==> config.mk <==
export PLATFORM = sky130hd
export DESIGN_NAME = timed_output_unit
export DESIGN_NICKNAME = d
export VERILOG_FILES = /design/src/rtl/tou_pkg.sv /design/src/rtl/tou_intake.sv /design/src/rtl/tou_cam_file.sv /design/src/rtl/tou_actions.sv /design/src/rtl/timed_output_unit.sv
export SDC_FILE = /design/constraint.sdc
export NUM_CORES = 1
export LEC_CHECK = 0
export ABC_AREA = 0
export ABC_CLOCK_PERIOD_IN_PS = 2600
export BUFFER_PORTS_ARGS = -buffer_cell sky130_fd_sc_hd__buf_4
export CAP_MARGIN = 30
export CORE_MARGIN = 2
export CORE_UTILIZATION = 45
export DETAILED_ROUTE_END_ITERATION = 8
export GPL_TIMING_DRIVEN = 0
export PLACE_DENSITY_LB_ADDON = 0.2
export SLEW_MARGIN = 15
export SYNTH_ARGS = -nofsm -noshare
export SYNTH_HDL_FRONTEND = slang
export SYNTH_SLANG_ARGS = --single-unit
==> constraint.sdc <==
create_clock -name clk -period 2.6 [get_ports clk]
set_input_delay 0.52 -clock clk [delete_from_list [all_inputs] [get_ports clk]]
set_output_delay 0.52 -clock clk [all_outputs]
set_load 0.05 [all_outputs]
==> src/rtl/tou_pkg.sv <==
package tou_pkg;

    localparam int CODE_W = 4;

    typedef struct packed {
        logic              lock;
        logic              use_t2;
        logic              irq_en;
        logic              level;
        logic [CODE_W-1:0] code;
    } cmd_t;

    localparam logic [CODE_W-1:0] CODE_SWT_BASE = 4'd8;
    localparam logic [CODE_W-1:0] CODE_CONV     = 4'd12;
    localparam logic [CODE_W-1:0] CODE_T2RST    = 4'd13;
    localparam logic [CODE_W-1:0] CODE_CLEAR    = 4'd15;

endpackage

==> src/rtl/tou_intake.sv <==
module tou_intake import tou_pkg::*; #(
    parameter int TW = 16
) (
    input  logic          clk,
    input  logic          rst_n,
    input  logic          cmd_wr,
    input  logic [7:0]    cmd_byte,
    input  logic          time_wr,
    input  logic [TW-1:0] time_word,
    input  logic          take_i,
    output logic          hold_full_o,
    output cmd_t          hold_cmd_o,
    output logic [TW-1:0] hold_time_o,
    output logic          clear_o
);

    typedef struct packed {
        cmd_t          staged;
        logic          full;
        cmd_t          hcmd;
        logic [TW-1:0] htime;
    } intake_st_t;

    intake_st_t st_d, st_q;
    cmd_t       wr_cmd;

    always_comb begin
        wr_cmd  = cmd_t'(cmd_byte);
        clear_o = cmd_wr && (wr_cmd.code == CODE_CLEAR);
        st_d    = st_q;
        if (cmd_wr && !clear_o) begin
            st_d.staged = wr_cmd;
        end
        if (take_i) begin
            st_d.full = 1'b0;
        end
        // a write that arrives while the holder is occupied is dropped
        if (time_wr && !st_q.full) begin
            st_d.full  = 1'b1;
            st_d.hcmd  = st_q.staged;
            st_d.htime = time_word;
        end
    end

    always_ff @(posedge clk or negedge rst_n) begin
        if (!rst_n) begin
            st_q <= '0;
        end else begin
            st_q <= st_d;
        end
    end

    assign hold_full_o = st_q.full;
    assign hold_cmd_o  = st_q.hcmd;
    assign hold_time_o = st_q.htime;

    p_load_r3: assert property (@(posedge clk) disable iff (!rst_n)
        (!st_q.full && time_wr) |=> (st_q.full && st_q.htime == $past(time_word)));

    p_stall_keeps_r4: assert property (@(posedge clk) disable iff (!rst_n)
        (st_q.full && !take_i) |=> (st_q.full && $stable(st_q.htime) && $stable(st_q.hcmd)));

endmodule

==> src/rtl/tou_cam_file.sv <==
module tou_cam_file import tou_pkg::*; #(
    parameter int SLOTS = 8,
    parameter int TW    = 16
) (
    input  logic          clk,
    input  logic          rst_n,
    input  logic [TW-1:0] timer1,
    input  logic [TW-1:0] timer2,
    input  logic          hold_full_i,
    input  cmd_t          hold_cmd_i,
    input  logic [TW-1:0] hold_time_i,
    input  logic          clear_i,
    output logic          take_o,
    output logic          any_free_o,
    output logic          fire_o,
    output cmd_t          fire_cmd_o
);

    localparam int SLOT_W = $clog2(SLOTS);
    localparam logic [SLOT_W-1:0] LAST = SLOT_W'(SLOTS - 1);

    typedef struct packed {
        logic [SLOT_W-1:0]          scan;
        logic [SLOTS-1:0]           valid;
        cmd_t [SLOTS-1:0]           cmd;
        logic [SLOTS-1:0][TW-1:0]   stamp;
    } cam_st_t;

    cam_st_t           st_d, st_q;
    logic [SLOT_W-1:0] ins_idx;
    logic [TW-1:0]     ref_time;
    cmd_t              cur_cmd;

    always_comb begin
        ins_idx    = '0;
        any_free_o = 1'b0;
        for (int i = SLOTS - 1; i >= 0; i--) begin
            if (!st_q.valid[i]) begin
                ins_idx    = SLOT_W'(i);
                any_free_o = 1'b1;
            end
        end

        cur_cmd  = st_q.cmd[st_q.scan];
        ref_time = cur_cmd.use_t2 ? timer2 : timer1;
        fire_o   = st_q.valid[st_q.scan] && (st_q.stamp[st_q.scan] == ref_time) && !clear_i;
        take_o   = hold_full_i && any_free_o && !clear_i;

        st_d      = st_q;
        st_d.scan = (st_q.scan == LAST) ? '0 : st_q.scan + 1'b1;
        if (fire_o && !cur_cmd.lock) begin
            st_d.valid[st_q.scan] = 1'b0;
        end
        if (take_o) begin
            st_d.valid[ins_idx] = 1'b1;
            st_d.cmd[ins_idx]   = hold_cmd_i;
            st_d.stamp[ins_idx] = hold_time_i;
        end
        if (clear_i) begin
            st_d.valid = '0;
        end
    end

    always_ff @(posedge clk or negedge rst_n) begin
        if (!rst_n) begin
            st_q <= '0;
        end else begin
            st_q <= st_d;
        end
    end

    assign fire_cmd_o = cur_cmd;

    p_scan_wrap_r1: assert property (@(posedge clk) disable iff (!rst_n)
        (st_q.scan == LAST) |=> (st_q.scan == '0));

    p_locked_stays_r10: assert property (@(posedge clk) disable iff (!rst_n)
        (fire_o && cur_cmd.lock) |=> st_q.valid[$past(st_q.scan)]);

    p_unlocked_freed_r10: assert property (@(posedge clk) disable iff (!rst_n)
        (fire_o && !cur_cmd.lock) |=> !st_q.valid[$past(st_q.scan)]);

    p_clear_all_r11: assert property (@(posedge clk) disable iff (!rst_n)
        clear_i |=> (st_q.valid == '0));

endmodule

==> src/rtl/tou_actions.sv <==
module tou_actions import tou_pkg::*; #(
    parameter int NPINS = 6,
    parameter int NSWT  = 4
) (
    input  logic              clk,
    input  logic              rst_n,
    input  logic              fire_i,
    input  logic [CODE_W-1:0] code_i,
    input  logic              level_i,
    input  logic              irq_en_i,
    input  logic [NSWT-1:0]   swt_clr,
    output logic [NPINS-1:0]  pins_o,
    output logic [NSWT-1:0]   flags_o,
    output logic              conv_o,
    output logic              t2rst_o,
    output logic              pin_irq_o,
    output logic              swt_irq_o
);

    typedef struct packed {
        logic [NPINS-1:0] pins;
        logic [NSWT-1:0]  flags;
        logic             conv;
        logic             t2rst;
        logic             pin_irq;
        logic             swt_irq;
    } act_st_t;

    act_st_t st_d, st_q;

    always_comb begin
        st_d         = st_q;
        st_d.flags   = st_q.flags & ~swt_clr;
        st_d.conv    = 1'b0;
        st_d.t2rst   = 1'b0;
        st_d.pin_irq = 1'b0;
        st_d.swt_irq = 1'b0;
        if (fire_i) begin
            for (int k = 0; k < NPINS; k++) begin
                if (code_i == CODE_W'(k)) begin
                    st_d.pins[k] = level_i;
                    st_d.pin_irq = irq_en_i;
                end
            end
            for (int k = 0; k < NSWT; k++) begin
                if (code_i == CODE_SWT_BASE + CODE_W'(k)) begin
                    st_d.flags[k] = 1'b1;
                    st_d.swt_irq  = irq_en_i;
                end
            end
            st_d.conv  = (code_i == CODE_CONV);
            st_d.t2rst = (code_i == CODE_T2RST);
        end
    end

    always_ff @(posedge clk or negedge rst_n) begin
        if (!rst_n) begin
            st_q <= '0;
        end else begin
            st_q <= st_d;
        end
    end

    assign pins_o    = st_q.pins;
    assign flags_o   = st_q.flags;
    assign conv_o    = st_q.conv;
    assign t2rst_o   = st_q.t2rst;
    assign pin_irq_o = st_q.pin_irq;
    assign swt_irq_o = st_q.swt_irq;

    p_strobe_needs_match_r9: assert property (@(posedge clk) disable iff (!rst_n)
        !fire_i |=> !(st_q.conv || st_q.t2rst || st_q.pin_irq || st_q.swt_irq));

    p_pins_hold_r7: assert property (@(posedge clk) disable iff (!rst_n)
        !fire_i |=> $stable(st_q.pins));

endmodule

==> src/rtl/timed_output_unit.sv <==
module timed_output_unit import tou_pkg::*; #(
    parameter int SLOTS = 8,
    parameter int TW    = 16,
    parameter int NPINS = 6,
    parameter int NSWT  = 4
) (
    input  logic             clk,
    input  logic             rst_n,
    input  logic [TW-1:0]    timer1,
    input  logic [TW-1:0]    timer2,
    input  logic             cmd_wr,
    input  logic [7:0]       cmd_byte,
    input  logic             time_wr,
    input  logic [TW-1:0]    time_word,
    input  logic [NSWT-1:0]  swt_clr,
    output logic [NPINS-1:0] pins,
    output logic [NSWT-1:0]  swt_flags,
    output logic             conv_start,
    output logic             t2_reset,
    output logic             pin_irq,
    output logic             swt_irq,
    output logic             hold_empty,
    output logic             hold_ready
);

    logic          hold_full, take, clear, any_free, fire;
    cmd_t          hold_cmd, fire_cmd;
    logic [TW-1:0] hold_time;

    tou_intake #(.TW(TW)) u_intake (
        .clk         (clk),
        .rst_n       (rst_n),
        .cmd_wr      (cmd_wr),
        .cmd_byte    (cmd_byte),
        .time_wr     (time_wr),
        .time_word   (time_word),
        .take_i      (take),
        .hold_full_o (hold_full),
        .hold_cmd_o  (hold_cmd),
        .hold_time_o (hold_time),
        .clear_o     (clear)
    );

    tou_cam_file #(.SLOTS(SLOTS), .TW(TW)) u_cam (
        .clk         (clk),
        .rst_n       (rst_n),
        .timer1      (timer1),
        .timer2      (timer2),
        .hold_full_i (hold_full),
        .hold_cmd_i  (hold_cmd),
        .hold_time_i (hold_time),
        .clear_i     (clear),
        .take_o      (take),
        .any_free_o  (any_free),
        .fire_o      (fire),
        .fire_cmd_o  (fire_cmd)
    );

    tou_actions #(.NPINS(NPINS), .NSWT(NSWT)) u_act (
        .clk       (clk),
        .rst_n     (rst_n),
        .fire_i    (fire),
        .code_i    (fire_cmd.code),
        .level_i   (fire_cmd.level),
        .irq_en_i  (fire_cmd.irq_en),
        .swt_clr   (swt_clr),
        .pins_o    (pins),
        .flags_o   (swt_flags),
        .conv_o    (conv_start),
        .t2rst_o   (t2_reset),
        .pin_irq_o (pin_irq),
        .swt_irq_o (swt_irq)
    );

    assign hold_empty = !hold_full;
    assign hold_ready = !hold_full && any_free;

    p_ready_implies_empty_r5: assert property (@(posedge clk) disable iff (!rst_n)
        hold_ready |-> hold_empty);

endmodule

Word level (Yosys, flattened, before mapping). Cells that the tools add are included.

Mux-type cells: 54. $mul: 0. Order comparisons: 4. Reductions and logical operators: 22. Bitwise gates (word level): 5. Add/sub/neg operators: 1. Equality and inequality tests: 14. Shift operators: 0. Div/mod/pow operators: 0.

Operators by type and width (count): two-way mux 200 bit (1); bitwise mux 128 bit (1); bitwise mux 64 bit (1); binary-select mux 16 bit (select 3 bit) (1); demux 16 bit (select 3 bit) (1); two-way mux 16 bit (3); two-way mux 8 bit (5); equality test 4 bit (second input constant) (7); two-way mux 3 bit (9); two-way mux 1 bit (26); two-way mux 25 bit (1); binary-select mux 8 bit (select 3 bit) (1); demux 8 bit (select 3 bit) (1); equality test 16 bit (1); AND reduction 2 bit (6); logical AND 1 bit (11); AND 8 bit (1); equality test 4 x 2 -> 1 bit (second input constant) (2); equality test 4 x 3 -> 1 bit (second input constant) (2); < comparator 3 x 4 -> 1 bit (second input constant) (2); NOT 8 bit (1); OR 8 bit (1); demux 1 bit (select 3 bit) (2); greater-or-equal comparator 3 x 1 -> 1 bit (second input constant) (2); 9 further kinds (11).

Output and inout bits: 16. Bits in writable memories: 0. Latch bits: 0. Flip-flop bits (word level): 250. Memory bits (read-only): 0. Memories kept: 0. Logic and storage cells: 173.

Logic depth before layout (Yosys ltp).
Depth in word-level cells: 15. Depth in mapped cells: 12. Mapped depth without buffers: 8.

Modules after synthesis. Synthesis repeated with hierarchy kept, for this count alone.

Cells, all modules: 907. Area, all modules: 12080.3 µm².

By module, submodules not included: tou_cam_file (area an instance 9929.5 µm², cells each 755, seq. area each 5079.9 µm², instances 1); tou_intake (area an instance 1539.0 µm², cells each 100, seq. area each 825.8 µm², instances 1); tou_actions (area an instance 601.8 µm², cells each 50, seq. area each 350.3 µm², instances 1); timed_output_unit (area an instance 10.0 µm², cells each 2, seq. area each 0.0 µm², instances 1).

Worst setup path before layout. OpenSTA, ideal clock, no wires.

Path type: reg-to-reg. Start point: register u_cam.st_q[202] (netlist name). End point: register u_act.st_q (netlist bit u_act.pins_o[0]). Setup slack: -0.267 ns. Data arrival time: 2.740 ns. Required time: 2.472 ns. Stages on the path, launching flop included: 11. Clock period less this slack: 2.867 ns. Cell sequence: dfrtp_1 > buf_6 > or3b_4 > a21o_1 > buf_4 > and4_1 > o21a_1 > a211oi_1 > nand4_2 > nor4_1 > mux2_1.

Word-level cells in the longest chain between the ends: 7. Elaborated cells between the ends (all ways): 12. Classes of those cells: eq/ne: 1; mux: 7; reduce/logical: 4.

RTL lines: from (decl) (line tou_cam_file.sv:29) `cam_st_t st_d, st_q;`; from (signal assigned) (line tou_cam_file.sv:68) `st_q <= st_d;`; binary-select mux 8 bit (select 3 bit) (line tou_cam_file.sv:44) `cur_cmd = st_q.cmd[st_q.scan];`; two-way mux 8 bit (implied by the code) (line tou_cam_file.sv:44); two-way mux 16 bit (line tou_cam_file.sv:45) `ref_time = cur_cmd.use_t2 ? timer2 : timer1;`; equality test 16 bit (line tou_cam_file.sv:46) `fire_o = st_q.valid[st_q.scan] && (st_q.stamp[st_q.scan] == ref_time) && !clear_i;`; logical AND 1 bit (2 in a row) (line tou_cam_file.sv:46); AND reduction 2 bit (no source line); to (signal assigned) (line tou_actions.sv:60) `st_q <= st_d;`; to (decl) (line tou_actions.sv:29) `act_st_t st_d, st_q;`.

Parallel ways exist; a longest one is shown, timed or not. The select of a mux whose other input is x is not followed. A chain may end at the register's enable or synchronous reset.

==> impl_metrics.toml <==
[outcome]
status = "finished with violations"
violations = "negative setup slack"

[yosys]
ys_async_sr_fraction = 1.000
netlist_top_cells_area = "dfrtp_1 52%, mux2_2 22%, mux4_2 4.3%, mux2i_1 2.1%, nand2_1 0.79%"
synthTopCellsByCount = "250 x dfrtp_1, 236 x mux2_2, 25 x mux2i_1, 25 x nand2_1, 23 x mux4_2"
yosysTopAreaCell = "dfrtp_1"
synth_seq_cells = 250
synth_top_area_share = 0.5245
synth_edf_count = 0
yosys.cell_types.count = 70
avgSynthCellArea_um2 = 13.68
ys.flop_type = "dfrtp_1"
seq_area_frac_synth = 0.5245
synth_nets = 938
yosysMostFrequentCell = "dfrtp_1"
yosysWarnings = 0
synthesis.area_um2 = 11930
netlist_instances = 872

[global_routing]
grt_usage = 0.2288
grt_pass1_wl_um = 49510
grt_start_max_net_pins = 99
grt_overflow = 0
grt_pass1_vias = 8440
antenna_found_initial = 0

[hold_path]
min_path_type = "in -> reg"
whs_path_depth = 2
holdPathEnd = "u_intake.st_q[26]"
hp-start = "cmd_byte[1]"

[cells_and_area]
fin_nets = 1071
diodes = 0
final_cells = 1358
multi_input_area_um2 = 5877
fillCellCount = 2150
seqCellArea_um2 = 6257
area_growth_pct = 24.43
layout-drive-gt1-share = 0.5259
utilization = 0.5695

[clock_tree]
cts_sinks = 250
clk_pin_slew_ns = 0.06
cts_buffer_depth = 3
cts_buffers = 28
root_buffer = "clkbuf_16"
htree_levels = 1
clk-insertion-delay-late_ns = 0.54
cts_tree = "built"

[placed_design]
io_buffers = 79
place_inst = 1290
post-dp-hpwl_um = 20890
place.gp.congestion = 0.8110

[timing]
hold_slack_ns = 0.2148
clock.fmax_ghz = 0.3163
rsz0062_at_grt = "yes"
layout_setup_ws_ns = -0.5617
fin_tns_setup_ns = -10.41
fin_skew_ns = 0.01710
relSlewSlack = 0.3637
post-route-min-period_ns = 3.162
fin_crit_sh = 1.216
hold_violations = 0
setup_violations = 22
tightest_slew_ns = 0.9544
slew_viol_final = 0

[job]
cap_violations = 0

[pwr]
power.internal_mw = 10.23
leakagePower_nw = 6.336
power_frac_comb = 0.316
p_per_area_nw_per_um2 = 993.7
vdd_drop_max_mv = 0.6244
seqPwrFrac = 0.419
total_power_mw = 14.75
clockPowerShare = 0.265
netSwitchingFraction = 0.3062
p_sw_mw = 4.516

[floorplanning]
ios = 80
core_area_um2 = 26060
die_h_um = 166.8
rows = 59
fp.dieArea_um2 = 27820
fp.dieW_um = 166.8
initial_core_util = 0.4577

[routing]
vias_per_cell = 5.940
ant_nets = 0
route.detailed.drc = 0
drt_iter0_drc = 494
via_count = 8066
wire_per_inst_um = 23.03
wl_um = 31270
firstDrtPassIters = 5

[worst_setup_path]
critPathLaunchType = "flip-flop"
rr_endpoint = "u_cam.st_q[197]"
r2r_slack_ns = -0.56
critPathRequiredTime_ns = 3.02
end_kind = "flip-flop"
path_class = "reg -> reg"
path_max_fanout = 10
r2r_start = "u_cam.st_q[202]"
rr_worst_depth = 10
arrival_ns = 3.59
[how the worst max path moves through the flow]
stage | start | endpoint | slack [ns] | cells after the start
detailed placement | u_cam.st_q[200] | u_act.conv_o | -1.15 | 10
floorplan | u_cam.st_q[202] | u_act.pins_o[0] | -0.21 | 10
global route | u_cam.st_q[202] | u_act.pins_o[5] | -0.63 | 11
CTS | u_cam.st_q[202] | u_cam.st_q[197] | -0.51 | 10
finish | u_cam.st_q[202] | u_cam.st_q[197] | -0.56 | 10
global placement | cmd_byte[3] | flip-flop | -1.28 | 8
[layout by cell type (no fill, tap or decap), drive strengths merged, types with 6 or more instances in the layout]
master,synthesis,final
o21a,7,7
nand2b,8,8
or4,6,6
buf,26,132
nor2b,9,9
o22ai,15,15
o31a,9,9
mux4,23,23
inv,20,22
mux2i,25,25
clkbuf,22,58
nand3,10,10
a21oi,12,12
o21ai,7,7
nor3,13,13
a22oi,9,9
mux2,241,241
and4,7,7
nor4,10,10
nand2,25,25
dfrtp,250,250
a211oi,13,13
o31ai,7,7
nor2,15,15
nand4,12,12
[repair_timing]
| item | in CTS | in global routing |
|---|---|---|
| pin swaps | 22 | 9 |
| endpoints found under the setup margin | 96 | 126 |
| resized for setup | 98 | 37 |
| endpoints found under the hold margin | 4 | 0 |
| buffers inserted | 19 | 3 |
| hold buffers | 1 | 0 |
[stage by stage]
step	setup slack, ns	area, um^2
after CTS	-0.5057	14700
final	-0.5617	14840
after global routing	-0.6307	14840
after floorplan	-0.2086	12040
after global placement	-1.280	13050
after detailed placement	-1.145	13140
[power groups by stage]
stage	combinational (mW)	sequential [mW]	clock (mW)
finish	4.66	6.19	3.90
global route	5.03	6.37	4.14
CTS	4.54	6.16	3.97
detailed placement	4.15	6.21	0
global placement	4.04	6.14	0
floorplan	3.27	5.90	0
[area by class of cell]
class,instances,share of cell area
Buffer,45,0.02706
Clock buffer,40,0.05505
Clock inverter,8,0.006576
Inverter,21,0.005649
Multi-Input combinational cell,553,0.3960
Sequential cell,250,0.4216
Tap cell,335,0.02824
Timing Repair Buffer,106,0.05978
[kinds of logic (layout without fill, tap and decap cells)]
logic type / Yosys count / after routing / share of synthesized area
mux: 289 / 289 / 0.2920
flops: 250 / 250 / 0.5245
simple gates: 132 / 132 / 0.06588
compound gates: 128 / 128 / 0.08519
buf+inv: 69 / 220 / 0.02885
fa+ha+maj: 2 / 2 / 0.002098
xor+xnor: 2 / 2 / 0.001469
[metal layers]
metal  up-vias  routed length (um)  global-route usage
met5         -                   0                   0
met4         0                 754             0.06559
met3        55                1868             0.04301
met2       215               14240              0.3554
met1      4199               14410              0.3302
li1       3597                   -                   -
[critical path, cell delays in order (launching register included)]
cell	delay [ns]
dfrtp_1	0.39
buf_6	0.15
or3b_4	0.40
a21oi_4	0.26
buf_6	0.19
o31ai_2	0.10
a21bo_1	0.19
a211oi_1	0.35
o2111ai_2	0.29
or4_1	0.54
a31o_1	0.19
Note: power is estimated with default switching activity, not from simulation.
